--- config.mk ---
export PLATFORM = sky130hd
export DESIGN_NAME = tri_timer_unit
export DESIGN_NICKNAME = d
export VERILOG_FILES = /design/src/rtl/tmr_pkg.sv /design/src/rtl/tmr_regif.sv /design/src/rtl/tmr_counter.sv /design/src/rtl/tmr_wavegen.sv /design/src/rtl/tri_timer_unit.sv
export SDC_FILE = /design/constraint.sdc
export NUM_CORES = 1
export LEC_CHECK = 0
export ABC_AREA = 0
export BUFFER_PORTS_ARGS = -buffer_cell sky130_fd_sc_hd__buf_2
export CORE_ASPECT_RATIO = 1.5
export CORE_MARGIN = 2
export CORE_UTILIZATION = 40
export DETAILED_ROUTE_END_ITERATION = 10
export PLACE_DENSITY = 0.52
export SKIP_LAST_GASP = 1
export SLEW_MARGIN = 20
export SYNTH_ARGS = -nofsm -noshare
export SYNTH_HDL_FRONTEND = slang
export SYNTH_HIERARCHICAL = 1
export SYNTH_SLANG_ARGS = --single-unit
--- constraint.sdc ---
create_clock -name clk_i -period 4.4 [get_ports clk_i]
set_input_delay 0.22 -clock clk_i [delete_from_list [all_inputs] [get_ports clk_i]]
set_output_delay 0.22 -clock clk_i [all_outputs]
set_load 0.03 [all_outputs]
--- src/rtl/tmr_pkg.sv ---
package tmr_pkg;

  localparam int NUM_TMR = 3;
  localparam int ADDR_W  = 2;

  typedef enum logic [ADDR_W-1:0] {
    SEL_BAUD = 2'd0,
    SEL_LINE = 2'd1,
    SEL_TICK = 2'd2,
    SEL_EN   = 2'd3
  } tmr_sel_e;

  localparam int IDX_BAUD = 0;
  localparam int IDX_LINE = 1;
  localparam int IDX_TICK = 2;

endpackage

--- src/rtl/tmr_regif.sv ---
module tmr_regif
  import tmr_pkg::*;
#(
  parameter int CNT_W = 32
) (
  input  logic                  clk_i,
  input  logic                  rst_ni,
  input  logic                  wr_en_i,
  input  logic [ADDR_W-1:0]     wr_addr_i,
  input  logic [CNT_W-1:0]      wr_data_i,
  output logic [NUM_TMR-1:0]    en_o,
  output logic [NUM_TMR-1:0]    ld_we_o,
  output logic [CNT_W-1:0]      ld_val_o
);

  logic [NUM_TMR-1:0] en_q;
  logic               en_wr;

  assign en_wr = wr_en_i && (wr_addr_i == SEL_EN);

  always_ff @(posedge clk_i or negedge rst_ni) begin
    if (!rst_ni) begin
      en_q <= '0;
    end else if (en_wr) begin
      en_q <= wr_data_i[NUM_TMR-1:0];
    end
  end

  for (genvar i = 0; i < NUM_TMR; i++) begin : g_dec
    assign ld_we_o[i] = wr_en_i && (wr_addr_i == ADDR_W'(i));
  end

  assign en_o     = en_q;
  assign ld_val_o = wr_data_i;


  en_hold_chk: assert property (@(posedge clk_i) disable iff (!rst_ni)
    !(wr_en_i && wr_addr_i == SEL_EN) |=> $stable(en_o));


  one_target_chk: assert property (@(posedge clk_i) disable iff (!rst_ni)
    $onehot0(ld_we_o));

endmodule

--- src/rtl/tmr_counter.sv ---
module tmr_counter #(
  parameter int              CNT_W      = 32,
  parameter logic [CNT_W-1:0] RST_RELOAD = 1
) (
  input  logic             clk_i,
  input  logic             rst_ni,
  input  logic             en_i,
  input  logic             ld_we_i,
  input  logic [CNT_W-1:0] ld_val_i,
  output logic             term_o
);

  localparam logic [CNT_W-1:0] RST_CNT =
    (RST_RELOAD == '0) ? '0 : RST_RELOAD - 1'b1;

  logic [CNT_W-1:0] reload_q;
  logic [CNT_W-1:0] cnt_q;
  logic [CNT_W-1:0] start_val;
  logic             at_zero;

  assign at_zero   = (cnt_q == '0);
  assign start_val = (reload_q == '0) ? '0 : reload_q - 1'b1;
  assign term_o    = en_i && at_zero;

  always_ff @(posedge clk_i or negedge rst_ni) begin
    if (!rst_ni) begin
      reload_q <= RST_RELOAD;
    end else if (ld_we_i) begin
      reload_q <= ld_val_i;
    end
  end

  always_ff @(posedge clk_i or negedge rst_ni) begin
    if (!rst_ni) begin
      cnt_q <= RST_CNT;
    end else if (en_i) begin
      if (at_zero) cnt_q <= start_val;
      else         cnt_q <= cnt_q - 1'b1;
    end
  end


  freeze_chk: assert property (@(posedge clk_i) disable iff (!rst_ni)
    !en_i |=> $stable(cnt_q));


  step_down_chk: assert property (@(posedge clk_i) disable iff (!rst_ni)
    (en_i && !at_zero) |=> (cnt_q == $past(cnt_q) - 1'b1));

endmodule

--- src/rtl/tmr_wavegen.sv ---
module tmr_wavegen (
  input  logic clk_i,
  input  logic rst_ni,
  input  logic en_i,
  input  logic term_i,
  output logic wave_o,
  output logic irq_o
);

  logic wave_q;
  logic irq_q;

  always_ff @(posedge clk_i or negedge rst_ni) begin
    if (!rst_ni) begin
      wave_q <= 1'b0;
      irq_q  <= 1'b0;
    end else begin
      irq_q <= term_i && wave_q;
      if (!en_i)       wave_q <= 1'b0;
      else if (term_i) wave_q <= ~wave_q;
    end
  end

  assign wave_o = wave_q;
  assign irq_o  = irq_q;


  irq_on_fall_chk: assert property (@(posedge clk_i) disable iff (!rst_ni)
    irq_o |-> $fell(wave_o));


  off_low_chk: assert property (@(posedge clk_i) disable iff (!rst_ni)
    !en_i |=> !wave_o);


  hold_phase_chk: assert property (@(posedge clk_i) disable iff (!rst_ni)
    (en_i && !term_i) |=> $stable(wave_o));

endmodule

--- src/rtl/tri_timer_unit.sv ---
module tri_timer_unit
  import tmr_pkg::*;
#(
  parameter longint unsigned CLK_HZ  = 48_000_000,
  parameter longint unsigned BAUD_HZ = 9600,
  parameter longint unsigned LINE_HZ = 50_000,
  parameter longint unsigned TICK_HZ = 100,
  parameter int              CNT_W   = 32
) (
  input  logic              clk_i,
  input  logic              rst_ni,
  input  logic              wr_en_i,
  input  logic [1:0]        wr_addr_i,
  input  logic [CNT_W-1:0]  wr_data_i,
  output logic              baud_clk_o,
  output logic              line_clk_o,
  output logic [2:0]        irq_o
);

  localparam logic [CNT_W-1:0] RL_BAUD = CNT_W'(CLK_HZ / (32 * BAUD_HZ));
  localparam logic [CNT_W-1:0] RL_LINE = CNT_W'(CLK_HZ / (2 * LINE_HZ));
  localparam logic [CNT_W-1:0] RL_TICK = CNT_W'(CLK_HZ / TICK_HZ);

  logic [NUM_TMR-1:0] en;
  logic [NUM_TMR-1:0] ld_we;
  logic [CNT_W-1:0]   ld_val;
  logic [NUM_TMR-1:0] term;
  logic [NUM_TMR-1:0] irq;
  logic [1:0]         waves;

  tmr_regif #(.CNT_W(CNT_W)) u_regif (
    .clk_i    (clk_i),
    .rst_ni   (rst_ni),
    .wr_en_i  (wr_en_i),
    .wr_addr_i(wr_addr_i),
    .wr_data_i(wr_data_i),
    .en_o     (en),
    .ld_we_o  (ld_we),
    .ld_val_o (ld_val)
  );

  for (genvar i = 0; i < NUM_TMR; i++) begin : g_tmr
    localparam logic [CNT_W-1:0] RL_RST =
      (i == IDX_BAUD) ? RL_BAUD : (i == IDX_LINE) ? RL_LINE : RL_TICK;

    tmr_counter #(.CNT_W(CNT_W), .RST_RELOAD(RL_RST)) u_cnt (
      .clk_i   (clk_i),
      .rst_ni  (rst_ni),
      .en_i    (en[i]),
      .ld_we_i (ld_we[i]),
      .ld_val_i(ld_val),
      .term_o  (term[i])
    );

    if (i < 2) begin : g_wave
      tmr_wavegen u_wave (
        .clk_i (clk_i),
        .rst_ni(rst_ni),
        .en_i  (en[i]),
        .term_i(term[i]),
        .wave_o(waves[i]),
        .irq_o (irq[i])
      );
    end else begin : g_tick
      logic tick_q;
      always_ff @(posedge clk_i or negedge rst_ni) begin
        if (!rst_ni) tick_q <= 1'b0;
        else         tick_q <= term[i];
      end
      assign irq[i] = tick_q;


      tick_src_chk: assert property (@(posedge clk_i) disable iff (!rst_ni)
        irq[i] |-> $past(en[i]));
    end
  end

  assign baud_clk_o = waves[IDX_BAUD];
  assign line_clk_o = waves[IDX_LINE];
  assign irq_o      = irq;


  quiet_when_off_chk: assert property (@(posedge clk_i) disable iff (!rst_ni)
    !en[IDX_BAUD] |=> !irq_o[IDX_BAUD]);

endmodule

==> results of run 1 <==
state kept, by name (all words and copies together) (netlist names):
name                        flops
g_tmr.g_wave.u_wave/wave_o      2
g_tmr.u_cnt/reload_q           96
g_tmr.g_tick.tick_q             1
u_regif/en_o                    3
g_tmr.g_wave.u_wave/irq_o       2
g_tmr.u_cnt/cnt_q              96
worst register-to-register path, cell delays in order, from the launching register on:
cell	delay, ns
dfrtp_1	0.39
inv_1	0.10
ha_1	0.22
nor4b_2	0.55
and3_1	0.24
nand3_1	0.18
or4_4	0.59
nand2_1	0.25
buf_4	0.30
o211ai_1	0.16
what timing repair did:
action                                  CTS  global route
endpoints found under the setup margin    0             0
hold buffers                              1             0
endpoints found under the hold margin    69             0
routing by layer:
| metal | up-vias | share of wire |
|---|---|---|
| met5 | - | 0 |
| met4 | 0 | 0.041 |
| met3 | 58 | 0.019 |
| met2 | 144 | 0.55 |
| met1 | 4651 | 0.39 |
| li1 | 4496 | - |
cells in the final DEF (no fill, tap or decap), types with 4 or more instances in the layout:
master | netlist | routed
a21oi_1 | 41 | 41
a22oi_1 | 4 | 4
and2_1 | 13 | 13
and3_1 | 4 | 4
buf_2 | 12 | 40
buf_4 | 34 | 25
clkbuf_16 | 0 | 17
clkbuf_8 | 0 | 5
dfrtp_1 | 158 | 158
dfstp_2 | 42 | 42
ha_1 | 9 | 9
inv_1 | 20 | 20
mux2_2 | 91 | 91
mux2i_1 | 12 | 12
nand2_1 | 93 | 92
nand3_1 | 33 | 33
nand3b_1 | 4 | 4
nand4_1 | 23 | 23
nand4b_1 | 6 | 6
nor2_1 | 108 | 107
nor2b_1 | 5 | 5
nor3_1 | 88 | 87
nor4_1 | 45 | 45
nor4b_1 | 10 | 10
o211ai_1 | 33 | 33
o21ai_0 | 69 | 69
o21ai_1 | 32 | 32
o221ai_1 | 5 | 5
or2_2 | 5 | 5
or3_1 | 22 | 22
or4_1 | 23 | 23
or4_4 | 5 | 5
xnor2_1 | 49 | 49
xor2_1 | 36 | 36
final timing paths:
path	startpoint	cells past startpoint	endpoint	slack [ns]
setup / recovery	g_tmr[0].u_cnt/reload_q[0]	9	g_tmr[0].u_cnt/cnt_q[27]	1.29
setup reg to reg	g_tmr[0].u_cnt/reload_q[0]	9	g_tmr[0].u_cnt/cnt_q[27]	1.29
min in group asynchronous	rst_ni	2	g_tmr[1].u_cnt/cnt_q[9]	0.43
max in group asynchronous	rst_ni	3	g_tmr[2].u_cnt/reload_q[18]	2.92
hold / removal	wr_data_i[11]	2	g_tmr[2].u_cnt/reload_q[11]	0.08
hold reg to reg	g_tmr[0].u_cnt/cnt_q[13]	2	g_tmr[0].u_cnt/cnt_q[13]	0.51
stage by stage:
| step | power [uW] | setup WS, ns | instances | hold WS (ns) | utilization |
|---|---|---|---|---|---|
| after floorplan | 4600 | 1.83 | 1231 | -0.0756 | - |
| after global placement | 5250 | 1.07 | 1610 | 0.371 | 0.423 |
| after detailed placement | 5290 | 0.973 | 1610 | 0.371 | 0.423 |
| after CTS | 6840 | 0.986 | 1643 | 0.0503 | 0.443 |
| after global routing | 7270 | 0.995 | 1643 | 0.0531 | 0.444 |
| final | 6790 | 1.29 | 1643 | 0.0796 | 0.444 |
layout make-up:
class	count	area [um^2]
clock buffers	21	480
clock inverters	11	88.8
fillers	2826	16000
inverters	20	75.1
multi-input cells	934	6180
flip-flops and latches	200	5060
well taps	390	488
repair buffers	67	412
power groups by stage:
stage                     logic, uW  registers, uW  clock network [uW]
after detailed placement       2110           3180                   0
after global routing           2350           3260                1650
after global placement         2080           3160                   0
after floorplan                1640           2960                   0
final                          2090           3160                1530
after CTS                      2110           3150                1580
kinds of logic (layout without fill, tap and decap cells):
group | count (synthesis) | after routing | share of synthesized area
AO/OA/AOI/OAI | 211 | 211 | 0.107
XOR/XNOR | 85 | 85 | 0.0634
adder cells (fa/ha/maj) | 9 | 9 | 0.00958
buffers and inverters | 97 | 119 | 0.0450
flip-flops | 200 | 200 | 0.430
multiplexers | 106 | 106 | 0.100
AND/OR/NAND/NOR | 523 | 523 | 0.244
==> reports/results.txt, run 1 <==
Setup TNS = 0 ns
CTS root buffer = clkbuf_16
First-pass GRT wire length = 53.2 mm
Met1 Track Usage GR = 0.250
Worst path cell trace = inv_1 > ha_1 > nor4b_2 > and3_1 > nand3_1 > or4_4 > nand2_1 > buf_4 > o211ai_1
Routed wire per std cell = 20.3 um
Final wirelength = 33.4 mm
Chip width = 144 um
Yosys cell types = 74
Async set-reset flop share out of synthesis = 1.00
Core Footprint = 0.0288 mm^2
Layout Nets = 1,286
Maximum VDD drop = 323 uV
# DRC = 0
Syn avg cell area = 9.55 um^2
Setup-failing EPs final = 0
Diodes inserted = 0
Most used routing layer = met2
Global routing usage on met3 = 0.0255
Most numerous cell in the Yosys netlist = dfrtp_1
Clk pwr share = 0.226
Max_cap viols = 0
DP Wirelength = 25.7 mm
CP Class = reg -> reg
H-tree levels = 4
Post-CTS setup buffers = 0
Status = finished clean
CP Capture Type = register
CP max stage cell = or4_4
IO Count = 42
Placed cell areas = 0.0122 mm^2
Die Ht = 214 um
Clock Sink Count = 200
Setup crit start kind = register
Number of buffers added on ports = 41
Detailed Route Iter0 Violations = 381
Synth warn = 6
Cell class contributing the biggest share of worst-path delay = simple AND/OR/NAND/NOR gates
RSZ-0062 raised after global routing = false
Final worst path period need = 3.11 ns
Worst slew pin tran = 0.932 ns
Initial Util = 0.408
Synth top area share = 0.336
Comb power frac = 0.309
Fmax = 0.322 GHz
Crit share post-route = 0.706
Post-CTS sizing = 0
Hold Path Class = in -> reg
NetSw = 2610 uW
Met2 Resource Use GR = 0.420
Int Pwr = 4180 uW
Leakage = 0.00480 uW
GR Overflow Total = 0
Row count = 76
Max transition margin = 0.373
Synth area leader = dfrtp_1
All-Layer GR Usage = 0.224
Post-synthesis sequential area ratio = 0.430
Largest cells by area after synthesis = dfrtp_1, dfstp_2, mux2_2, nor3_1, xnor2_1
Share of cells above drive strength 1 = 0.215
Max clock buf depth = 2
Initial antenna violation count = 1
Sequential power share = 0.465
DR vias/cell = 5.69
Clock latency at the later pin of the worst-skew pair = 0.44 ns
Num CTS Buffers = 17
Highest net fanout along the worst path = 18
Number of enable flip-flop cells after synthesis = 0
Gate Count Post-Synth = 1,231
Worst path bufs/invs = 2
CTS tree = done
Area Overhead vs Synth = 8.76%
Largest net degree at the start of global routing = 95
Final hold vios = 0
Max incr delay on CP = 0.58 ns
Die ar. = 0.0308 mm^2
Vias in the first global route = 9,501
Most used DFF post-synth = dfrtp_1
Post-Synthesis Cell Area = 0.0118 mm^2
Final Wtd Congestion = 0.863
Non-Filler Cell Area, Final = 0.0128 mm^2
Top cells by count, synth = dfrtp_1, nor2_1, nand2_1
#FFs+latches synth = 200
Post-Syn Nets = 1,277
Detailed-route via count = 9,349
Max-slew violations = 0
WP data required = 4.70 ns
Sw frac = 0.384
1st-pass router iterations = 4
WP data arrival = 3.41 ns
Clock slew at reported path FFs = 0.07 ns
Power per cell area = 531 mW/mm^2
Worst Skew = 0.0113 ns
Final ANT Viol Nets = 0
Power figures use the tool's default switching activity.
==> run 2: changes to the inputs <==
PLACE_DENSITY = 0.54   (was 0.52)
clock period = 2.8 ns   (was 4.4 ns; I/O delays follow)
==> reports/results.txt, run 2 (synthesized netlist as in run 1, its figures left out) <==
Status = finished clean
Worst R2R Start = g_tmr[1].u_cnt/cnt_q[23]
IO Count = 42
Max_cap viols = 0
RSZ-0062 raised after global routing = false
Worst slew pin tran = 0.924 ns
Fmax = 0.379 GHz
CTS tree = done
Clock slew at reported path FFs = 0.07 ns
Clock Sink Count = 200
Max clock buf depth = 2
Core Footprint = 0.0288 mm^2
Crit share post-route = 0.943
Hold Path Class = in -> reg
Leading cell type in the layout, fill and taps excluded = dfrtp_1
# DRC = 0
Comb power frac = 0.322
Detailed Route Iter0 Violations = 433
Area Overhead vs Synth = 13.9%
Fill count = 2,749
R2R depth = 7
Final hold vios = 0
Die Ht = 214 um
Initial Util = 0.408
H-tree levels = 4
Hold depth = 2
Leakage = 0.00511 uW
Max-slew violations = 0
Most frequent cells in the layout = dfrtp_1, nor2_1, nand2_1
CTS root buffer = clkbuf_16
All-Layer GR Usage = 0.230
CP Depth = 7
Power per cell area = 815 mW/mm^2
Cell class contributing the biggest share of worst-path delay = simple AND/OR/NAND/NOR gates
CP Capture Type = register
Detailed-route via count = 9,615
Diodes inserted = 0
Setup crit start kind = register
CP Launch Point = g_tmr[1].u_cnt/cnt_q[23]
Chip width = 144 um
Clock latency at the later pin of the worst-skew pair = 0.46 ns
Clk pwr share = 0.223
Initial antenna violation count = 0
Final ANT Viol Nets = 0
CP max stage cell = or4b_4
Row count = 76
Final Wtd Congestion = 0.911
Number of buffers added on ports = 41
WP data required = 3.18 ns
Setup-failing EPs final = 0
Num CTS Buffers = 17
1st-pass router iterations = 5
GR Overflow Total = 0
Die ar. = 0.0308 mm^2
Max transition margin = 0.378
Worst Skew = 0.0100 ns
NetSw = 4150 uW
Share of cells above drive strength 1 = 0.233
Largest net degree at the start of global routing = 91
First-pass GRT wire length = 54.1 mm
Max incr delay on CP = 0.60 ns
Maximum VDD drop = 533 uV
Final Power = 10,900 uW
Final wirelength = 33.9 mm
Worst path cell trace = or4_1 > or4b_4 > nor4_4 > buf_12 > nor2_1 > a32oi_1 > o21ai_1
Setup TNS = 0 ns
WP data arrival = 3.02 ns
CP Class = reg -> reg
Worst path bufs/invs = 1
Highest net fanout along the worst path = 13
DR vias/cell = 5.65
DP Wirelength = 25.7 mm
Vias in the first global route = 9,761
Layout Nets = 1,345
Int Pwr = 6750 uW
Final worst path period need = 2.64 ns
Sw frac = 0.381
Routed wire per std cell = 19.9 um
Sequential power share = 0.454
Worst hold start = wr_data_i[27]
run 2: worst paths after layout:
path / endpoint / slack (ns)
max: g_tmr[1].u_cnt/cnt_q[4] / 0.16
min: g_tmr[2].u_cnt/reload_q[27] / 0.01
max reg2reg: g_tmr[1].u_cnt/cnt_q[4] / 0.16
min reg2reg: g_tmr[2].u_cnt/cnt_q[0] / 0.51
max in group asynchronous: g_tmr[2].u_cnt/reload_q[17] / 1.65
min in group asynchronous: g_tmr[0].g_wave.u_wave/irq_o / 0.33
run 2: worst register-to-register path: stages, from the launching register on:
cell and delay [ns]:
dfrtp_1 0.40, or4_1 0.59, or4b_4 0.60, nor4_4 0.29, buf_12 0.19, nor2_1 0.15
a32oi_1 0.25, o21ai_1 0.09
run 2: metal layers:
layer | part of all wire | vias up | track usage
met1 | 0.38 | 4704 | 0.258
met3 | 0.029 | 69 | 0.0369
met5 | 0 | - | 0
met2 | 0.54 | 206 | 0.418
li1 | - | 4636 | -
met4 | 0.047 | 0 | 0.106
run 2: stage by stage:
step / std cells / util / setup WS, ns / hold slack (ns) / area [um^2]
6_report: 1702 / 0.464 / 0.160 / 0.0105 / 13400
5_1_grt: 1702 / 0.464 / 0.00215 / 0.00107 / 13400
4_1_cts: 1701 / 0.463 / 0.0472 / 0.0000907 / 13300
3_5_place_dp: 1645 / 0.435 / 0.0695 / 0.289 / 12500
3_3_place_gp: 1645 / 0.435 / 0.0855 / 0.286 / 12500
2_1_floorplan: 1231 / - / 0.227 / -0.156 / 11800
run 2: cell type report:
cell class	count	area, um^2	share of cell area
sequential	200	5060	0.378
tap	390	488	0.0365
clock inverter	13	119	0.00888
clock buffer	19	453	0.0339
timing repair buffer	126	1000	0.0751
multi-input combinational	934	6180	0.462
inverter	20	75.1	0.00561
run 2: repair_timing:
action | in CTS | in global routing
hold buffers | 24 | 0
buffers inserted | 0 | 0
hold endpoints to repair | 123 | 0
setup endpoints to repair | 0 | 2
gates resized for setup | 0 | 1
run 2: power groups by stage:
stage | registers [uW] | logic [uW] | clock network [uW]
after detailed placement | 4990 | 3480 | 0
final | 4950 | 3510 | 2430
after global placement | 4960 | 3440 | 0
after floorplan | 4660 | 2570 | 0
after CTS | 4950 | 3520 | 2510
after global routing | 5110 | 3910 | 2610
==> run 3: changes to the inputs <==
CORE_UTILIZATION = 57   (was 40)
PLACE_DENSITY = 0.73   (was 0.54)
==> reports/results.txt, run 3 (synthesized netlist as in run 1, its figures left out) <==
Final ANT Viol Nets = 0
Most frequent cells in the layout = dfrtp_1, nor2_1, nand2_1
H-tree levels = 4
IO Count = 42
Max-slew violations = 0
Core Footprint = 0.0203 mm^2
Max_cap viols = 0
Leakage = 0.00511 uW
CP Launch Point = g_tmr[1].u_cnt/reload_q[3]
CTS tree = done
Worst Skew = 0.0117 ns
GR Overflow Total = 0
# DRC = 0
RSZ-0062 raised after global routing = false
Area Overhead vs Synth = 12.6%
Power per cell area = 838 mW/mm^2
Largest net degree at the start of global routing = 82
Setup crit start kind = register
Max clock buf depth = 2
Final Wtd Congestion = 0.934
Initial antenna violation count = 0
Setup TNS = 0 ns
Finished Layout Cells = 1,576
Share of cells above drive strength 1 = 0.231
Routed wire per std cell = 19.9 um
Clock Sink Count = 200
Worst hold start = wr_data_i[19]
DP Wirelength = 23.4 mm
Chip width = 121 um
Crit share post-route = 0.978
Diodes inserted = 0
CP Capture Type = register
Max transition margin = 0.455
Worst slew pin tran = 0.817 ns
Final hold vios = 0
Fill count = 1,651
1st-pass router iterations = 5
DR vias/cell = 6.26
Num CTS Buffers = 17
Cells after DPL = 1,516
Status = finished clean
Worst R2R Start = g_tmr[1].u_cnt/reload_q[3]
Register area = 0.00506 mm^2
Die ar. = 0.0218 mm^2
CP Class = reg -> reg
Placed cell areas = 0.0123 mm^2
Vias in the first global route = 9,847
Layout Nets = 1,345
Row count = 64
Clock slew at reported path FFs = 0.07 ns
Number of buffers added on ports = 41
Detailed Route Iter0 Violations = 646
All-Layer GR Usage = 0.297
Fmax = 0.365 GHz
Setup-failing EPs final = 0
Highest net fanout along the worst path = 5
Final worst path period need = 2.74 ns
Non-Filler Cell Area, Final = 0.0132 mm^2
Die Ht = 180 um
Hold Path Class = in -> reg
Leading cell type in the layout, fill and taps excluded = dfrtp_1
Clock latency at the later pin of the worst-skew pair = 0.45 ns
Maximum VDD drop = 655 uV
WP data required = 3.13 ns
Detailed-route via count = 9,864
Area of the multi-input gates = 0.00618 mm^2
Final wirelength = 31.4 mm
CTS root buffer = clkbuf_16
First-pass GRT wire length = 50.6 mm
WP data arrival = 3.07 ns
Initial Util = 0.578
## run 3: cell type report
class | count | share of cell area
multi-input combinational | 934 | 0.467
sequential | 200 | 0.382
timing repair buffer | 126 | 0.0724
clock buffer | 18 | 0.0332
tap | 264 | 0.0250
clock inverter | 14 | 0.0141
inverter | 20 | 0.00568
## run 3: where the power goes
| part | switching [uW] | internal, uW |
|---|---|---|
| clock network | 1190 | 1460 |
| logic | 1910 | 1570 |
| registers | 1070 | 3890 |
## run 3: routing by layer
layer,track usage,routed length (um),vias up
met3,0.0387,1010,83
met1,0.340,11900,4872
met5,0,0,-
li1,-,-,4633
met4,0.149,1390,0
met2,0.535,17100,276
## run 3: critical path, stage by stage (launching register included)
cell	delay [ns]
dfrtp_1	0.44
or4_1	0.60
nor4b_2	0.41
buf_4	0.18
nand2_1	0.09
or4b_2	0.66
xor2_1	0.17
o21ai_1	0.07
## run 3: timing repair
item,4_1_cts,5_1_grt
buffers inserted,0,1
endpoints found under the hold margin,114,1
hold buffers,26,1
resized for setup,0,1
endpoints found under the setup margin,0,19
## run 3: metrics by stage
step           power, uW   util  hold WS, ns  setup WS, ns
2_1_floorplan       7230      -       -0.156         0.227
3_3_place_gp        8260  0.606        0.210        0.0460
3_5_place_dp        8380  0.606        0.211        0.0235
4_1_cts            11100  0.649     0.000481       0.00206
5_1_grt            11800  0.650      0.00753       0.00846
6_report           11100  0.650       0.0117        0.0625
## run 3: path summary, 6_finish.rpt
path | end | slack [ns] | cells after the start
worst min register to register | g_tmr[0].u_cnt/cnt_q[13] | 0.51 | 2
max in group asynchronous | g_tmr[1].u_cnt/cnt_q[4] | 1.58 | 3
worst min-delay path | g_tmr[1].u_cnt/reload_q[19] | 0.01 | 2
worst max register to register | g_tmr[1].u_cnt/cnt_q[21] | 0.06 | 7
worst max-delay path | g_tmr[1].u_cnt/cnt_q[21] | 0.06 | 7
min in group asynchronous | g_tmr[1].u_cnt/cnt_q[9] | 0.25 | 2
